--- src/rtl/uart_host_pkg.sv ---
package uart_host_pkg;
  localparam int unsigned OFS_BUF = 0;
  localparam int unsigned OFS_IER = 1;
  localparam int unsigned OFS_FCR = 2;

  localparam int unsigned FCR_ON    = 0;
  localparam int unsigned FCR_RXCLR = 1;
  localparam int unsigned FCR_TXCLR = 2;
  localparam int unsigned FCR_TRIG  = 6;

  localparam int unsigned EV_N = 5;

  // ev bit order: {modem, line, thr, rx_timeout, rx_avail}
  function automatic logic gate_irq(input logic [3:0] en,
                                    input logic [EV_N-1:0] ev,
                                    input logic fen);
    logic rx_term;
    rx_term = ev[0] | (ev[1] & fen);
    return (en[0] & rx_term) | (en[1] & ev[2]) | (en[2] & ev[3]) | (en[3] & ev[4]);
  endfunction

  function automatic logic [7:0] iir_view(input logic fen,
                                          input logic any_en,
                                          input logic [5:0] src);
    logic [5:0] low;
    low = any_en ? src : 6'b000001;
    return {fen, fen, low};
  endfunction
endpackage

--- src/rtl/uhr_decode.sv ---
module uhr_decode #(
  parameter int unsigned ADDR_W = 3
) (
  input  logic              dlab,
  input  logic [ADDR_W-1:0] addr,
  input  logic              rd,
  input  logic              wr,
  output logic              buf_rd,
  output logic              buf_wr,
  output logic              ier_rd,
  output logic              ier_wr,
  output logic              iir_rd,
  output logic              fcr_wr
);
  timeunit 1ns; timeprecision 1ps;
  import uart_host_pkg::*;

  logic at_buf, at_ier, at_fcr;

  always_comb begin
    at_buf = (addr == ADDR_W'(OFS_BUF));
    at_ier = (addr == ADDR_W'(OFS_IER));
    at_fcr = (addr == ADDR_W'(OFS_FCR));
    buf_rd = rd & at_buf & ~dlab;
    buf_wr = wr & at_buf & ~dlab;
    ier_rd = rd & at_ier & ~dlab;
    ier_wr = wr & at_ier & ~dlab;
    iir_rd = rd & at_fcr;
    fcr_wr = wr & at_fcr;
  end
endmodule

--- src/rtl/uhr_ier.sv ---
module uhr_ier #(
  parameter int unsigned IER_W = 4,
  parameter int unsigned EV_W  = 5
) (
  input  logic             clk,
  input  logic             rst_n,
  input  logic             ier_wr,
  input  logic [IER_W-1:0] wbits,
  input  logic [EV_W-1:0]  ev,
  input  logic             fen,
  output logic [IER_W-1:0] ier_q,
  output logic             irq_q,
  output logic             irq_next
);
  timeunit 1ns; timeprecision 1ps;
  import uart_host_pkg::*;

  always_comb irq_next = gate_irq(ier_q, ev, fen);

  always_ff @(posedge clk or negedge rst_n) begin
    if (!rst_n) begin
      ier_q <= '0;
      irq_q <= 1'b0;
    end else begin
      if (ier_wr) ier_q <= wbits;
      irq_q <= irq_next;
    end
  end
endmodule

--- src/rtl/uhr_fcr.sv ---
module uhr_fcr #(
  parameter int unsigned TRIG_W = 2
) (
  input  logic              clk,
  input  logic              rst_n,
  input  logic              fcr_wr,
  input  logic              w_on,
  input  logic              w_rxclr,
  input  logic              w_txclr,
  input  logic [TRIG_W-1:0] w_trig,
  output logic              fen_q,
  output logic [TRIG_W-1:0] trig_q,
  output logic              rx_clr,
  output logic              tx_clr,
  output logic              fcr_qual
);
  timeunit 1ns; timeprecision 1ps;

  logic fcr_off;

  always_comb begin
    fcr_qual = fcr_wr & w_on;
    fcr_off  = fcr_wr & ~w_on;
    rx_clr   = fcr_off | (fcr_qual & w_rxclr);
    tx_clr   = fcr_off | (fcr_qual & w_txclr);
  end

  always_ff @(posedge clk or negedge rst_n) begin
    if (!rst_n) begin
      fen_q  <= 1'b0;
      trig_q <= '0;
    end else begin
      if (fcr_wr)   fen_q  <= w_on;
      if (fcr_qual) trig_q <= w_trig;
    end
  end
endmodule

--- src/rtl/uart_host_regs.sv ---
module uart_host_regs #(
  parameter int unsigned DATA_W = 8,
  parameter int unsigned ADDR_W = 3,
  parameter int unsigned IER_W  = 4,
  parameter int unsigned TRIG_W = 2
) (
  input  logic              clk,
  input  logic              rst_n,
  input  logic              dlab,
  input  logic [ADDR_W-1:0] bus_addr,
  input  logic              bus_rd,
  input  logic              bus_wr,
  input  logic [DATA_W-1:0] bus_wdata,
  output logic [DATA_W-1:0] bus_rdata,
  input  logic [DATA_W-1:0] rx_data,
  output logic              rx_pop,
  output logic [DATA_W-1:0] tx_data,
  output logic              tx_push,
  input  logic              ev_rx_avail,
  input  logic              ev_rx_timeout,
  input  logic              ev_thr_empty,
  input  logic              ev_line_err,
  input  logic              ev_modem_chg,
  input  logic [DATA_W-3:0] iir_src,
  output logic              irq,
  output logic              fifo_en,
  output logic [TRIG_W-1:0] fifo_trig,
  output logic              rx_fifo_clr,
  output logic              tx_fifo_clr
);
  timeunit 1ns; timeprecision 1ps;
  import uart_host_pkg::*;

  localparam int unsigned PAD_W = DATA_W - IER_W;

  logic buf_rd, buf_wr, ier_rd, ier_wr, iir_rd, fcr_wr;
  logic [IER_W-1:0] ier_q;
  logic irq_next, fcr_qual;
  logic [EV_N-1:0] ev_vec;

  assign ev_vec = {ev_modem_chg, ev_line_err, ev_thr_empty, ev_rx_timeout, ev_rx_avail};

  uhr_decode #(.ADDR_W(ADDR_W)) u_dec (
    .dlab(dlab), .addr(bus_addr), .rd(bus_rd), .wr(bus_wr),
    .buf_rd(buf_rd), .buf_wr(buf_wr), .ier_rd(ier_rd), .ier_wr(ier_wr),
    .iir_rd(iir_rd), .fcr_wr(fcr_wr)
  );

  uhr_ier #(.IER_W(IER_W), .EV_W(EV_N)) u_ier (
    .clk(clk), .rst_n(rst_n), .ier_wr(ier_wr), .wbits(bus_wdata[IER_W-1:0]),
    .ev(ev_vec), .fen(fifo_en), .ier_q(ier_q), .irq_q(irq), .irq_next(irq_next)
  );

  uhr_fcr #(.TRIG_W(TRIG_W)) u_fcr (
    .clk(clk), .rst_n(rst_n), .fcr_wr(fcr_wr),
    .w_on(bus_wdata[FCR_ON]), .w_rxclr(bus_wdata[FCR_RXCLR]),
    .w_txclr(bus_wdata[FCR_TXCLR]), .w_trig(bus_wdata[FCR_TRIG +: TRIG_W]),
    .fen_q(fifo_en), .trig_q(fifo_trig), .rx_clr(rx_fifo_clr),
    .tx_clr(tx_fifo_clr), .fcr_qual(fcr_qual)
  );

  assign rx_pop  = buf_rd;
  assign tx_push = buf_wr;
  assign tx_data = bus_wdata;

  always_comb begin
    bus_rdata = '0;
    if (buf_rd)      bus_rdata = rx_data;
    else if (ier_rd) bus_rdata = {{PAD_W{1'b0}}, ier_q};
    else if (iir_rd) bus_rdata = iir_view(fifo_en, |ier_q, iir_src);
  end
endmodule

--- config.mk ---
export PLATFORM = sky130hd
export DESIGN_NAME = uart_host_regs
export DESIGN_NICKNAME = d
export VERILOG_FILES = /design/src/rtl/uart_host_pkg.sv /design/src/rtl/uhr_decode.sv /design/src/rtl/uhr_ier.sv /design/src/rtl/uhr_fcr.sv /design/src/rtl/uart_host_regs.sv
export SDC_FILE = /design/constraint.sdc
export NUM_CORES = 1
export LEC_CHECK = 0
export ABC_AREA = 1
export BUFFER_PORTS_ARGS = -buffer_cell sky130_fd_sc_hd__buf_2
export CAP_MARGIN = 20
export CELL_PAD_IN_SITES_DETAIL_PLACEMENT = 0
export CELL_PAD_IN_SITES_GLOBAL_PLACEMENT = 2
export CORE_ASPECT_RATIO = 1.2
export CORE_UTILIZATION = 19
export CTS_BUF_LIST = sky130_fd_sc_hd__clkbuf_8
export DETAILED_ROUTE_END_ITERATION = 10
export HOLD_SLACK_MARGIN = 0.08
export PLACE_DENSITY_LB_ADDON = 0.1
export SYNTH_ARGS = -nofsm -noshare
export SYNTH_HDL_FRONTEND = slang
export SYNTH_SLANG_ARGS = --single-unit
--- constraint.sdc ---
create_clock -name clk -period 2.2 [get_ports clk]
set_input_delay 0.33 -clock clk [delete_from_list [all_inputs] [get_ports clk]]
set_output_delay 0.33 -clock clk [all_outputs]
set_load 0.1 [all_outputs]
# [Yosys cells after proc, flatten, opt, wreduce, memory -nomap -nowiden]
# Index checks and enable logic that the tools add are counted.
[classes] eq_ne=2 bitwise_logic=27 mux=4 reduce_logical=2
[ops] operator="$mux 8" n=3
[ops] operator="$and 1x1->1" n=19
[ops] operator="$mux 6" n=1
[ops] operator="$or 1x1->1" n=6
[ops] operator="$reduce_or 4->1" n=1
[ops] operator="$eq 3x1->1 const B" n=1
[ops] operator="$eq 3x2->1 const B" n=1
[ops] operator="$logic_not 3->1" n=1
[ops] operator="$not 1->1" n=2
[word_totals] in_bits=35 wordCells=39 ff_bits=8 out_inout_bits=24

# [Depth between registers and ports, before layout]
# Gate-level depths: netlist of the first run.
[depth] ltp_word=6 ltp_mapped=6 mapped_depth_nobuf=6

# [Cells and area by module]
# Synthesis of the first run repeated with hierarchy kept, for this count alone.
[hier_totals] cells_unflattened=107 area_unflattened_um2=655.6
[by_module_without_submodules] mod="uart_host_regs" area_per_inst_um2=232.7 seq_area_each_um2=0.0 cells_per_inst=44 instances=1
[by_module_without_submodules] mod="uhr_ier" area_per_inst_um2=216.5 seq_area_each_um2=125.1 cells_per_inst=28 instances=1
[by_module_without_submodules] mod="uhr_fcr" area_per_inst_um2=138.9 seq_area_each_um2=75.1 cells_per_inst=18 instances=1
[by_module_without_submodules] mod="uhr_decode" area_per_inst_um2=67.6 seq_area_each_um2=0.0 cells_per_inst=17 instances=1

# [Least setup slack after synthesis of the first run]
# OpenSTA, ideal clock, no wires.
[synth_timing] kind="input-to-output" startpoint="in bus_addr[0]" endpoint="out bus_rdata[4]" arrival_ns=2.722 path_stages=3 slack_ns=-0.852 required_time_ns=1.870 n_path_buf=0 path_cell_list="nor2_1 -> nand3_1 -> o21ai_0"
[synth_via] elab_chain_len=5 word_cells_on_any_way=11 cone_classes="eq/ne (2); mux (3); bitwise (5); reduce/logical (1)"
[synth_rtl] element="from (decl)" line_no="uart_host_regs.sv:10" source="input logic [ADDR_W-1:0] bus_addr,"
[synth_rtl] element="$eq 3x2->1 or $eq 3x1->1 (tied branches)" line_no="uhr_decode.sv:23, uhr_decode.sv:22"
[synth_rtl] element="$and 1x1->1, on equally long branches" line_no="uhr_decode.sv:28, uhr_decode.sv:26"
[synth_rtl] element="$mux 8 or $and 1x1->1 (tied branches)" line_no="uart_host_regs.sv:70, uhr_decode.sv:26"
[synth_rtl] element="$mux 8" line_no="uart_host_regs.sv:69" source="else if (ier_rd) bus_rdata = {{PAD_W{1'b0}}, ier_q};"
[synth_rtl] element="$mux 8 (*)" line_no="uart_host_regs.sv:68" source="if (buf_rd) bus_rdata = rx_data;"
[synth_rtl] element="to (decl)" line_no="uart_host_regs.sv:14" source="output logic [DATA_W-1:0] bus_rdata,"
# Every way passes the cells marked *; elsewhere a longest branch is shown, timed or not.

# [Worst setup path after layout of the first run]
[layout_timing] startpoint="reg u_ier.ier_q[1]" endpoint="out bus_rdata[0]"
[layout_via] elab_chain_len=5
[layout_rtl] element="from (decl)" line_no="uhr_ier.sv:11" source="output logic [IER_W-1:0] ier_q,"
[layout_rtl] element="from (signal assigned)" line_no="uhr_ier.sv:25" source="if (ier_wr) ier_q <= wbits;"
[layout_rtl] element="$reduce_or 4->1" line_no="uart_host_regs.sv:70" source="else if (iir_rd) bus_rdata = iir_view(fifo_en, |ier_q, iir_src);"
[layout_rtl] element="$mux 6" line_no="uart_host_pkg.sv:26" source="low = any_en ? src : 6'b000001;"
[layout_rtl] element="$mux 8" line_no="uart_host_regs.sv:70"
[layout_rtl] element="$mux 8" line_no="uart_host_regs.sv:69"
[layout_rtl] element="$mux 8" line_no="uart_host_regs.sv:68"
# Every way passes these cells.

==> metrics.md, run 1 <==
| Metric | Value |
|---|---|
| CTS Buffer Depth | 2 |
| Core Area | 0.003367 sq mm |
| IO Count | ~60 |
| Wire length per cell | around 11 um |
| CP endpoint kind | output port |
| Maximum fanout along the worst path | 4 |
| Initial antenna violation count | 0 |
| Seq/Total Area, Yosys | between 20% and 30% |
| Synth area leader | dfrtp_1 |
| Detailed Route Iter0 Violations | 8 |
| Worst r2r src | u_fcr.fen_q |
| H-tree depth | 1 |
| Fraction of registers with async set/reset | between 90% and 100% |
| Post-synth top area share | approximately 30% |
| Grt total ovfl | 0 |
| Largest net degree at the start of global routing | 12 |
| RD Place Congestion | between 0.6 and 0.7 |
| CTS root buf | clkbuf_8 |
| RSZ-0062 raised after global routing | no |
| Worst relative slew slack | about two thirds |
| PortBufs | 54 |
| Max_cap viols | 0 |
| Detailed Route WL | 2063 um |
| Top-count cell post-synth | nand2_1 |
| Final Max Tran Viols | 0 |
| Most used cell, CP | nand2_1 |
| CTS resizes | 0 |
| Total setup buffers inserted after CTS | 0 |
| Drt drc | 0 |
| PD cells | about 680 mW/mm^2 |
| Post-route setup slack | 0.4205 ns |
| Worst Hold Class | in -> reg |
| Worst reg2reg endpoint | u_ier.irq_q |
| Count of cell types in the netlist | 13 |
| CP max-delay cell | dfrtp_1 |
| Final layout net count | around 190 |
| Share of cells above drive strength 1 | roughly 43% |
| Arr. time, crit path | between 1 and 1.5 ns |
| Synthesized area | 675.6 sq um |
| Setup Slack @ Placement | approximately 0.43 ns |
| First-pass GRT wire length | between 3000 and 4000 um |
| Hold Crit Start | ev_line_err |
| Top post-synthesis cells by area | dfrtp_1 30%, nand2_1 17%, nand3_1 12% |
| Initial Utilization | between 20% and 30% |
| GRT Util Overall | between 10 and 15% |
| Setup violations, final | 0 |
| CP Class | reg -> out |
| Vias in the first global route | approximately 810 |
| R2R cell count | 4 |
| Syn Inst Count | ~100 |
| Synth cell count leaders | 31 x nand2_1, 16 x nand3_1, 13 x inv_1 |
| Slew @ Worst Pin | slightly below 0.5 ns |
| Skew final | between 0.0004 and 0.0005 ns |
| Vias | 800 |
| Remaining antenna violation count | 0 |
| Fin cells | between 150 and 200 |
| Crit start category | register |
| Layout area overhead | 66.85% |
| LEAKAGE | about 0.63 nW |
| Post-DP HPWL | 1765 um |
| Drt first pass iters | 4 |
| WP data required | roughly 1.9 ns |
| Number of flops mapped to enable cells by yosys | 0 |
| Worst-Skew Late Latency | roughly 0.22 ns |
| Clock Pin Slew Worst Setup and Hold Paths | ~0.04 ns |
| Sink Count | 8 |
| Average cell area after synthesis | 6.560 sq um |
| Period utilization | 80.88% |
| Achievable clock frequency | 562.0 MHz |
| CP peak stage delay | 0.41 ns |
| Vias/cell | between 4 and 5 |
| Synth Warn # | 0 |
| CP cell instances | nor2_1 -> nand2_1 -> nand2_1 -> nand2_1 -> nand3_1 -> buf_12 |
| Std-Cell Rows | 23 |
| FF-to-FF setup slack | about 1.3 ns |
| Worst VDD drop | just under 400 uV |
| Hold Path End | u_ier.irq_q |
| CTS tree | done |
| Die Area | roughly 0.0038 sq mm |
| Overall die height | 67.33 um |
| Die W | ~56 um |
| Hold depth | 3 |
| FF+latch count, synth | 8 |
| Min Tclk post-route | approximately 1.8 ns |
| Placed insts | approximately 190 |
| Synth Flop Type | dfrtp_1 |
| TritonCTS Buffers | 3 |
| Ant. Diodes | 0 |
| Hold violation total from the final report | 0 |
| Net Count, Synth | 138 |
| Outcome | completed |
worst max-delay path by stage:
stage,from,to,slack (ns),cells after the start
after detailed placement,bus_addr[1],tx_push,0.43,5
after global placement,bus_addr[1],tx_push,0.47,5
final,u_ier.ier_q[1],bus_rdata[0],0.42,6
after floorplan,bus_wr,rx_fifo_clr,-0.23,3
after global routing,u_ier.ier_q[0],bus_rdata[0],0.28,6
after CTS,u_ier.ier_q[1],bus_rdata[0],0.38,6
cell families (layout without fill, tap and decap cells):
family / after synthesis / count (layout) / share of synthesized area [%]
AND/OR/NAND/NOR: 61 / 61 / 44.82
buffers and inverters: 24 / 73 / 18.15
flip-flops: 8 / 8 / 29.63
AO/OA/AOI/OAI: 10 / 10 / 7.406
routing by layer:
layer	track usage [%]	routed length (um)	vias to the layer above
met5	0	0	-
met4	3.659	0	0
met3	1.341	133	0
met2	21.76	1072	32
met1	13.57	857	338
li1	-	-	430
per-stage QoR:
stage               hold WS (ns)  power, mW  setup TNS [ns]  cell area (sq um)  util [%]
floorplan                0.03441     0.5138         -0.5887              686.9         -
global placement          0.1826     0.5976               0               1076     31.96
detailed placement        0.1843     0.5997               0               1076     31.96
CTS                       0.3302     0.7789               0               1127     33.48
global route              0.3415     0.8134               0               1127     33.48
finish                    0.3311     0.7669               0               1127     33.48
sequential cells by signal, summed over array words and instances (netlist names):
register / count
u_fcr.trig_q: 2
u_ier.ier_q: 4
u_ier.irq_q: 1
u_fcr.fen_q: 1
where the power goes:
group	leakage (nW)	internal, mW	switching, mW
Sequential	0.101	0.179	0.0284
Clock	0.0216	0.118	0.0558
Combinational	0.504	0.0875	0.298
Total	0.627	0.385	0.382
critical path, delay by kind of cell (launching register included):
family / cells / cell delay [ns]
buffers and inverters: 1 / 0.19
flip-flops: 1 / 0.41
AND/OR/NAND/NOR: 5 / 0.62
cell usage in the layout, fill, tap and decap left out:
cell type / synthesis / final
clkbuf_8: 0 / 3
nand2_2: 0 / 2
nand2_1: 31 / 29
nor3_4: 2 / 2
o21ai_2: 0 / 1
buf_4: 8 / 1
o21ai_0: 5 / 3
nor2_2: 0 / 1
nor2_1: 5 / 4
inv_1: 13 / 13
dlygate4sd3_1: 0 / 1
nand3_1: 16 / 16
dfrtp_1: 8 / 8
nand4_1: 6 / 6
buf_2: 2 / 45
o21ai_1: 0 / 1
inv_2: 1 / 1
buf_12: 0 / 9
nand3_4: 1 / 1
a21oi_1: 5 / 5
layout make-up:
type | count | area (sq um)
Clock buffer | 3 | 41.29
Sequential cell | 8 | 200.2
Fill cell | 392 | 2240
Inverter | 14 | 52.55
Multi-Input combinational cell | 71 | 364.1
Timing Repair Buffer | 56 | 422.9
Tap cell | 37 | 46.29
repair_timing:
item                       in CTS  in global routing
setup endpoints to repair       0                  0
hold buffers                    1                  0
hold endpoints to repair        8                  0
Note: power is estimated with default switching activity, not from simulation.
==> run 2, diff against run 1 <==
CORE_UTILIZATION = 15   (was 19)
clock period = 1.5 ns   (was 2.2 ns; I/O delays follow)
==> run 2 against run 1 <==
  * Sequential share of layout area decreased by 3.2 points
  * Wire length increased by 19%
  * Final cell count grew 15%
  * Core utilization down 1.3 points
  * Sequential power grew 46%
  * Largest power group unchanged
  * Critical path type unchanged
  * Largest cell class unchanged
  * Non-clock buffer count is 9 higher
  * Count of clock-buffer cells in the layout did not move
  * Global-route usage fell by 0.41 points
==> metrics.md, run 2 (synthesis results as in run 1) <==
| Metric | Value |
|---|---|
| Outcome | completed (unchanged) |
| Reg area | 201.4 sq um (was 200.2 sq um) |
| GRT Util Overall | 11.13% (was 11.54%) |
| Max_cap viols | 0 (unchanged) |
| Worst relative slew slack | 67.90% (was 67.84%) |
| Core Area | 0.004294 sq mm (was 0.003367 sq mm) |
| Die Area | 0.004778 sq mm (was 0.003799 sq mm) |
| Std-Cell Rows | 26 (was 23) |
| Largest regs | u_ier.ier_q (4), u_fcr.trig_q (2) (unchanged) |
| CP max-delay cell | dfrtp_1 (unchanged) |
| Wire length per cell | 11.25 um (was 10.92 um) |
| # fillers | 502 (was 392) |
| Die W | 63.27 um (was 56.44 um) |
| Vias in the first global route | 891 (was 813) |
| Drt first pass iters | 3 (was 4) |
| Arr. time, crit path | 1.24 ns (was 1.45 ns) |
| Overall die height | 75.52 um (was 67.33 um) |
| First-pass GRT wire length | 4119 um (was 3539 um) |
| Biggest register | u_ier.ier_q (unchanged) |
| PortBufs | 54 (unchanged) |
| Max reg flops | 4 (unchanged) |
| Top Family by Delay on Critical Path | simple AND/OR/NAND/NOR gates (unchanged) |
| Worst-Skew Late Latency | 0.22 ns (about the same) |
| Most used cell, CP | nand2_2 (was nand2_1) |
| Remaining antenna violation count | 0 (unchanged) |
| Drt drc | 0 (unchanged) |
| Pwr Total | 1.221 mW (was 0.7669 mW) |
| TritonCTS Buffers | 3 (unchanged) |
| RSZ-0062 raised after global routing | yes (was no) |
| Initial antenna violation count | 0 (unchanged) |
| Vias/cell | 4.032 (was 4.233) |
| CP Class | reg -> out (unchanged) |
| Setup violations, final | 0 (unchanged) |
| Worst reg2reg endpoint | u_ier.irq_q (unchanged) |
| RD Place Congestion | 0.6238 (was 0.6593) |
| CTS tree | done (unchanged) |
| Worst VDD drop | 583.3 uV (was 395.2 uV) |
| WP data required | 1.27 ns (was 1.87 ns) |
| CTS root buf | clkbuf_8 (unchanged) |
| Sink Count | 8 (unchanged) |
| Skew final | 0.005452 ns (was 0.0004009 ns) |
| Period utilization | between 90% and 100% |
| CP peak stage delay | 0.40 ns (was 0.41 ns) |
| Min Tclk post-route | around 1.5 ns |
| H-tree depth | 1 (unchanged) |
| Worst r2r src | u_fcr.fen_q (unchanged) |
| R2R cell count | 4 (unchanged) |
| CP cell instances | nor2_4 -> nand2_2 -> nand2_2 -> nand2_2 -> nand3_2 -> buf_12 (was nor2_1 -> nand2_1 -> nand2_1 -> nand2_1 -> nand3_1 -> buf_12) |
| Hold violation total from the final report | 0 (unchanged) |
| Hold depth | 3 (unchanged) |
| Hold Crit Start | ev_thr_empty (was ev_line_err) |
| Initial Utilization | 15.73% (was 20.07%) |
| Grt total ovfl | 0 (unchanged) |
| Slew @ Worst Pin | 0.4848 ns (was 0.4858 ns) |
| CP endpoint kind | output port (unchanged) |
| Setup Slack @ Placement | 0.06774 ns (was 0.4321 ns) |
| Clock Pin Slew Worst Setup and Hold Paths | 0.04 ns (about the same) |
| Detailed Route Iter0 Violations | 11 (was 8) |
| IO Count | 59 (unchanged) |
| PD cells | 883.6 mW/mm^2 (was 680.3 mW/mm^2) |
| Largest net degree at the start of global routing | 11 (was 12) |
| Final Max Tran Viols | 0 (unchanged) |
| Commonest non-fill, non-tap cell in the layout | buf_2 (unchanged) |
| Area of the multi-input gates | 473.0 sq um (was 364.1 sq um) |
| Crit start category | register (unchanged) |
| Hold Path End | u_ier.irq_q (unchanged) |
| Ant. Diodes | 0 (unchanged) |
| Maximum fanout along the worst path | 4 (unchanged) |
| CP Buf/Inv Count | 1 (unchanged) |
| Share of cells above drive strength 1 | 58.02% (was 43.42%) |
| Achievable clock frequency | roughly 700 MHz |
| Final layout net count | 198 (was 189) |
| Post-route setup slack | 0.03005 ns (was 0.4205 ns) |
| CTS Buffer Depth | 2 (unchanged) |
| Detailed Route WL | 2453 um (was 2063 um) |
| Most frequent cells in the layout | 42 x buf_2, 22 x nand2_1, 13 x inv_1, 12 x nand3_1, 12 x buf_12 (was 45 x buf_2, 29 x nand2_1, 16 x nand3_1, 13 x inv_1, 9 x buf_12) |
| FF-to-FF setup slack | 0.56 ns (was 1.27 ns) |
| Total setup buffers inserted after CTS | 0 (unchanged) |
| Post-DP HPWL | 2192 um (was 1765 um) |
| LEAKAGE | 0.7315 nW (was 0.6267 nW) |
| Layout area overhead | 104.4% (was 66.85%) |
| Worst Hold Class | in -> reg (unchanged) |
| Vias | 879 (was 800) |
## run 2: final cells by class
type                            instances  share of cell area (%)
Timing Repair Buffer                   65                   38.77
Multi-Input combinational cell         71                   34.24
Sequential cell                         8                   14.58
Tap cell                               56                   5.072
Inverter                               14                   4.076
Clock buffer                            3                   2.989
Clock inverter                          1                  0.2717
## run 2: worst max path at each step
| stage | startpoint | endpoint | slack, ns | depth (start not counted) |
|---|---|---|---|---|
| after global routing | u_ier.ier_q[0] | bus_rdata[0] | -0.07 | 6 |
| after floorplan | bus_wr | rx_fifo_clr | -0.12 | 3 |
| after global placement | bus_addr[0] | bus_rdata[7] | 0.09 | 7 |
| final | u_ier.ier_q[0] | bus_rdata[0] | 0.03 | 6 |
| after CTS | u_ier.ier_q[3] | bus_rdata[0] | -0.001 | 6 |
| after detailed placement | u_ier.ier_q[1] | bus_rdata[0] | 0.07 | 6 |
## run 2: metal layers
layer	up-vias	track usage [%]	routed length (um)
li1	448	-	-
met1	398	11.96	950
met2	33	22.58	1354
met3	0	1.796	148
met4	0	3.030	0
met5	-	0	0
## run 2: worst reg2reg max path, cell delays in order, from the launching register on
cell and delay (ns):
dfrtp_2 0.44, nand2_1 0.08, inv_1 0.03, o21ai_0 0.14, nand4_1 0.10
## run 2: what timing repair did
item,4_1_cts,5_1_grt
pin swaps,4,4
gates resized for setup,5,4
hold endpoints to repair,8,0
hold buffers,1,0
endpoints found under the setup margin,6,7
## run 2: through the flow
| step | hold WS (ns) | util [%] | area (sq um) | setup TNS, ns | std cells |
|---|---|---|---|---|---|
| 2_1_floorplan | -0.07059 | - | 773.2 | -0.5318 | 103 |
| 5_1_grt | 0.2639 | 32.17 | 1381 | -0.08445 | 218 |
| 6_report | 0.2451 | 32.17 | 1381 | 0 | 218 |
| 3_5_place_dp | 0.08094 | 30.24 | 1299 | 0 | 213 |
| 3_3_place_gp | 0.07715 | 30.24 | 1299 | 0 | 213 |
| 4_1_cts | 0.2429 | 31.93 | 1371 | -0.001352 | 218 |
## run 2: where the power goes
part | switching, mW | internal [mW] | total (mW)
logic | 0.481 | 0.182 | 0.664
clock network | 0.0777 | 0.177 | 0.254
registers | 0.0390 | 0.264 | 0.303
total | 0.598 | 0.623 | 1.22
==> run 3, diff against run 2 <==
CORE_MARGIN = 4   (was not set)
RECOVER_POWER = 100   (was not set)
==> run 3 against run 2 <==
  * Via count down 3.2%
  * Die area up 18%
  * Critical path depth up 1
  * Final cell count unchanged
  * Power down 0.98%
==> metrics.md, run 3 (synthesis results as in run 1) <==
| Metric | Value |
|---|---|
| Outcome | completed (unchanged) |
| CP Buf/Inv Count | 3 (was 1) |
| CP cell instances | clkbuf_1 -> nor3_4 -> nand2_2 -> clkinvlp_2 -> nand2_4 -> nand2_8 -> buf_12 (was nor2_4 -> nand2_2 -> nand2_2 -> nand2_2 -> nand3_2 -> buf_12) |
| Initial antenna violation count | 0 (unchanged) |
| NetSw | 0.5937 mW (was 0.5979 mW) |
| TritonCTS Buffers | 3 (unchanged) |
| P_int | 0.6148 mW (was 0.6227 mW) |
| Worst Hold Class | in -> reg (unchanged) |
| Core Area | 0.004294 sq mm (unchanged) |
| Post-route setup slack | 0.03250 ns (was 0.03005 ns) |
| Largest net degree at the start of global routing | 11 (unchanged) |
| Vias/cell | 3.904 (was 4.032) |
| Most frequent cells in the layout | 30 x buf_2, 24 x nand2_1, 13 x inv_1, 13 x nand3_1, 10 x clkbuf_2 (was 42 x buf_2, 22 x nand2_1, 13 x inv_1, 12 x nand3_1, 12 x buf_12) |
| Detailed Route Iter0 Violations | 28 (was 11) |
| Vias | 851 (was 879) |
| Hold depth | 3 (unchanged) |
| PD cells | 906.9 mW/mm^2 (was 883.6 mW/mm^2) |
| Grt total ovfl | 0 (unchanged) |
| Slew @ Worst Pin | 0.5414 ns (was 0.4848 ns) |
| Drt drc | 0 (unchanged) |
| Initial Utilization | 15.73% (unchanged) |
| Remaining antenna violation count | 0 (unchanged) |
| Commonest non-fill, non-tap cell in the layout | buf_2 (unchanged) |
| # fillers | 492 (was 502) |
| Skew final | 0.002616 ns (was 0.005452 ns) |
| Clock power frac | 21.4% (was 20.8%) |
| Largest regs | u_ier.ier_q (4), u_fcr.trig_q (2) (unchanged) |
| WP data required | 1.27 ns (about the same) |
| Combinational share of power | 53.5% (was 54.4%) |
| Die W | 69.27 um (was 63.27 um) |
| Final layout net count | 198 (unchanged) |
| Drt first pass iters | 4 (was 3) |
| Placement-stage cell area | 0.001299 sq mm (unchanged) |
| Final Max Tran Viols | 0 (unchanged) |
| Overall die height | 81.52 um (was 75.52 um) |
| Worst VDD drop | 682.8 uV (was 583.3 uV) |
| Period utilization | 97.83% (was 98.00%) |
| Hold Crit Start | ev_thr_empty (unchanged) |
| PortBufs | 54 (unchanged) |
| Reg power frac | 25.1% (was 24.8%) |
| CTS tree | done (unchanged) |
| IO Count | 59 (unchanged) |
| Crit path launch | bus_addr[0] (was u_ier.ier_q[0]) |
| Ant. Diodes | 0 (unchanged) |
| Share of cells above drive strength 1 | 54.94% (was 58.02%) |
| CP peak stage delay | 0.25 ns (was 0.40 ns) |
| Worst r2r src | u_fcr.fen_q (unchanged) |
| Worst relative slew slack | 64.06% (was 67.90%) |
| Worst-Skew Late Latency | 0.23 ns (was 0.22 ns) |
| Fin Hold WS | 0.2341 ns (was 0.2451 ns) |
| LEAKAGE | 0.7186 nW (was 0.7315 nW) |
| Crit start category | primary input (was register) |
| H-tree depth | 1 (unchanged) |
| RSZ-0062 raised after global routing | yes (unchanged) |
| Vias in the first global route | 888 (was 891) |
| Wire length per cell | 11.75 um (was 11.25 um) |
| Hold violation total from the final report | 0 (unchanged) |
| Min Tclk post-route | 1.467 ns (was 1.470 ns) |
| Biggest register | u_ier.ier_q (unchanged) |
| CP max-delay cell | clkinvlp_2 (was dfrtp_1) |
| Switch share | 49.12% (was 48.98%) |
| Std-Cell Rows | 26 (unchanged) |
| Arr. time, crit path | 1.24 ns (about the same) |
| Top Family by Delay on Critical Path | buffers and inverters (was simple AND/OR/NAND/NOR gates) |
| Cell depth of the worst setup path | 7 (was 6) |
| Max_cap viols | 0 (unchanged) |
| CTS root buf | clkbuf_8 (unchanged) |
| RD Place Congestion | 0.7326 (was 0.6238) |
| GRT Util Overall | 9.441% (was 11.13%) |
| Achievable clock frequency | 681.4 MHz (was 680.3 MHz) |
| Detailed Route WL | 2562 um (was 2453 um) |
| Die Area | 0.005646 sq mm (was 0.004778 sq mm) |
| Setup Slack @ Placement | 0.05092 ns (was 0.06774 ns) |
| CP Class | in -> out (was reg -> out) |
| Clock Pin Slew Worst Setup and Hold Paths | 0.04 ns (about the same) |
| CP endpoint kind | output port (unchanged) |
| R2R cell count | 4 (unchanged) |
| Setup violations, final | 0 (unchanged) |
| Post-DP HPWL | 2279 um (was 2192 um) |
| Final non-filler cell area | 0.001333 sq mm (was 0.001381 sq mm) |
| Max reg flops | 4 (unchanged) |
| Sink Count | 8 (unchanged) |
| First-pass GRT wire length | 4291 um (was 4119 um) |
| Layout area overhead | 97.22% (was 104.4%) |
| Maximum fanout along the worst path | 3 (was 4) |
| CTS Buffer Depth | 2 (unchanged) |
run 3: per-layer routing:
layer | vias to the layer above | global-route usage [%] | wire, um
li1 | 447 | - | -
met3 | 0 | 1.958 | 152
met2 | 35 | 17.46 | 1359
met5 | - | 0 | 0
met4 | 0 | 2.344 | 0
met1 | 369 | 11.18 | 1050
run 3: worst paths after layout:
check | to | slack (ns)
worst max-delay path | bus_rdata[6] | 0.03
worst min-delay path | u_ier.irq_q | 0.23
worst max register to register | u_ier.irq_q | 0.59
worst min register to register | u_fcr.trig_q[0] | 0.49
max in group asynchronous | u_fcr.fen_q | 0.71
min in group asynchronous | u_fcr.trig_q[1] | 0.45
run 3: metrics by stage:
step	std cells	util, %	setup TNS (ns)	power (mW)
detailed placement	213	30.24	0	0.9448
global route	218	31.03	-0.1639	1.288
floorplan	103	-	-0.5318	0.7643
global placement	213	30.24	0	0.9434
CTS	218	31.93	0	1.247
finish	218	31.03	0	1.209
run 3: repair_timing:
action                                  CTS  global route
hold buffers                              1             0
endpoints found under the hold margin     8             0
endpoints found under the setup margin    6             4
gates resized for setup                   5             2
pin swaps                                 4             2
setup buffers                             0             0
run 3: power by group through the flow:
stage | registers, mW | logic, mW | clock network [mW]
2_1_floorplan | 0.472 | 0.292 | 0
3_5_place_dp | 0.295 | 0.650 | 0
6_report | 0.303 | 0.647 | 0.259
3_3_place_gp | 0.295 | 0.649 | 0
5_1_grt | 0.312 | 0.693 | 0.282
4_1_cts | 0.304 | 0.665 | 0.277
run 3: tightest hold or removal path: stages:
cell	delay, ns
buf_2	0.07
nand2_1	0.04
nand4_1	0.08
run 3: cell type report:
| cell class | count | area (sq um) | share of cell area [%] |
|---|---|---|---|
| tap | 56 | 70.07 | 5.258 |
| clock buffer | 3 | 41.29 | 3.099 |
| timing repair buffer | 65 | 506.7 | 38.03 |
| inverter | 14 | 53.80 | 4.038 |
| sequential | 8 | 201.4 | 15.12 |
| clock inverter | 1 | 3.754 | 0.2817 |
| multi-input combinational | 71 | 455.4 | 34.18 |
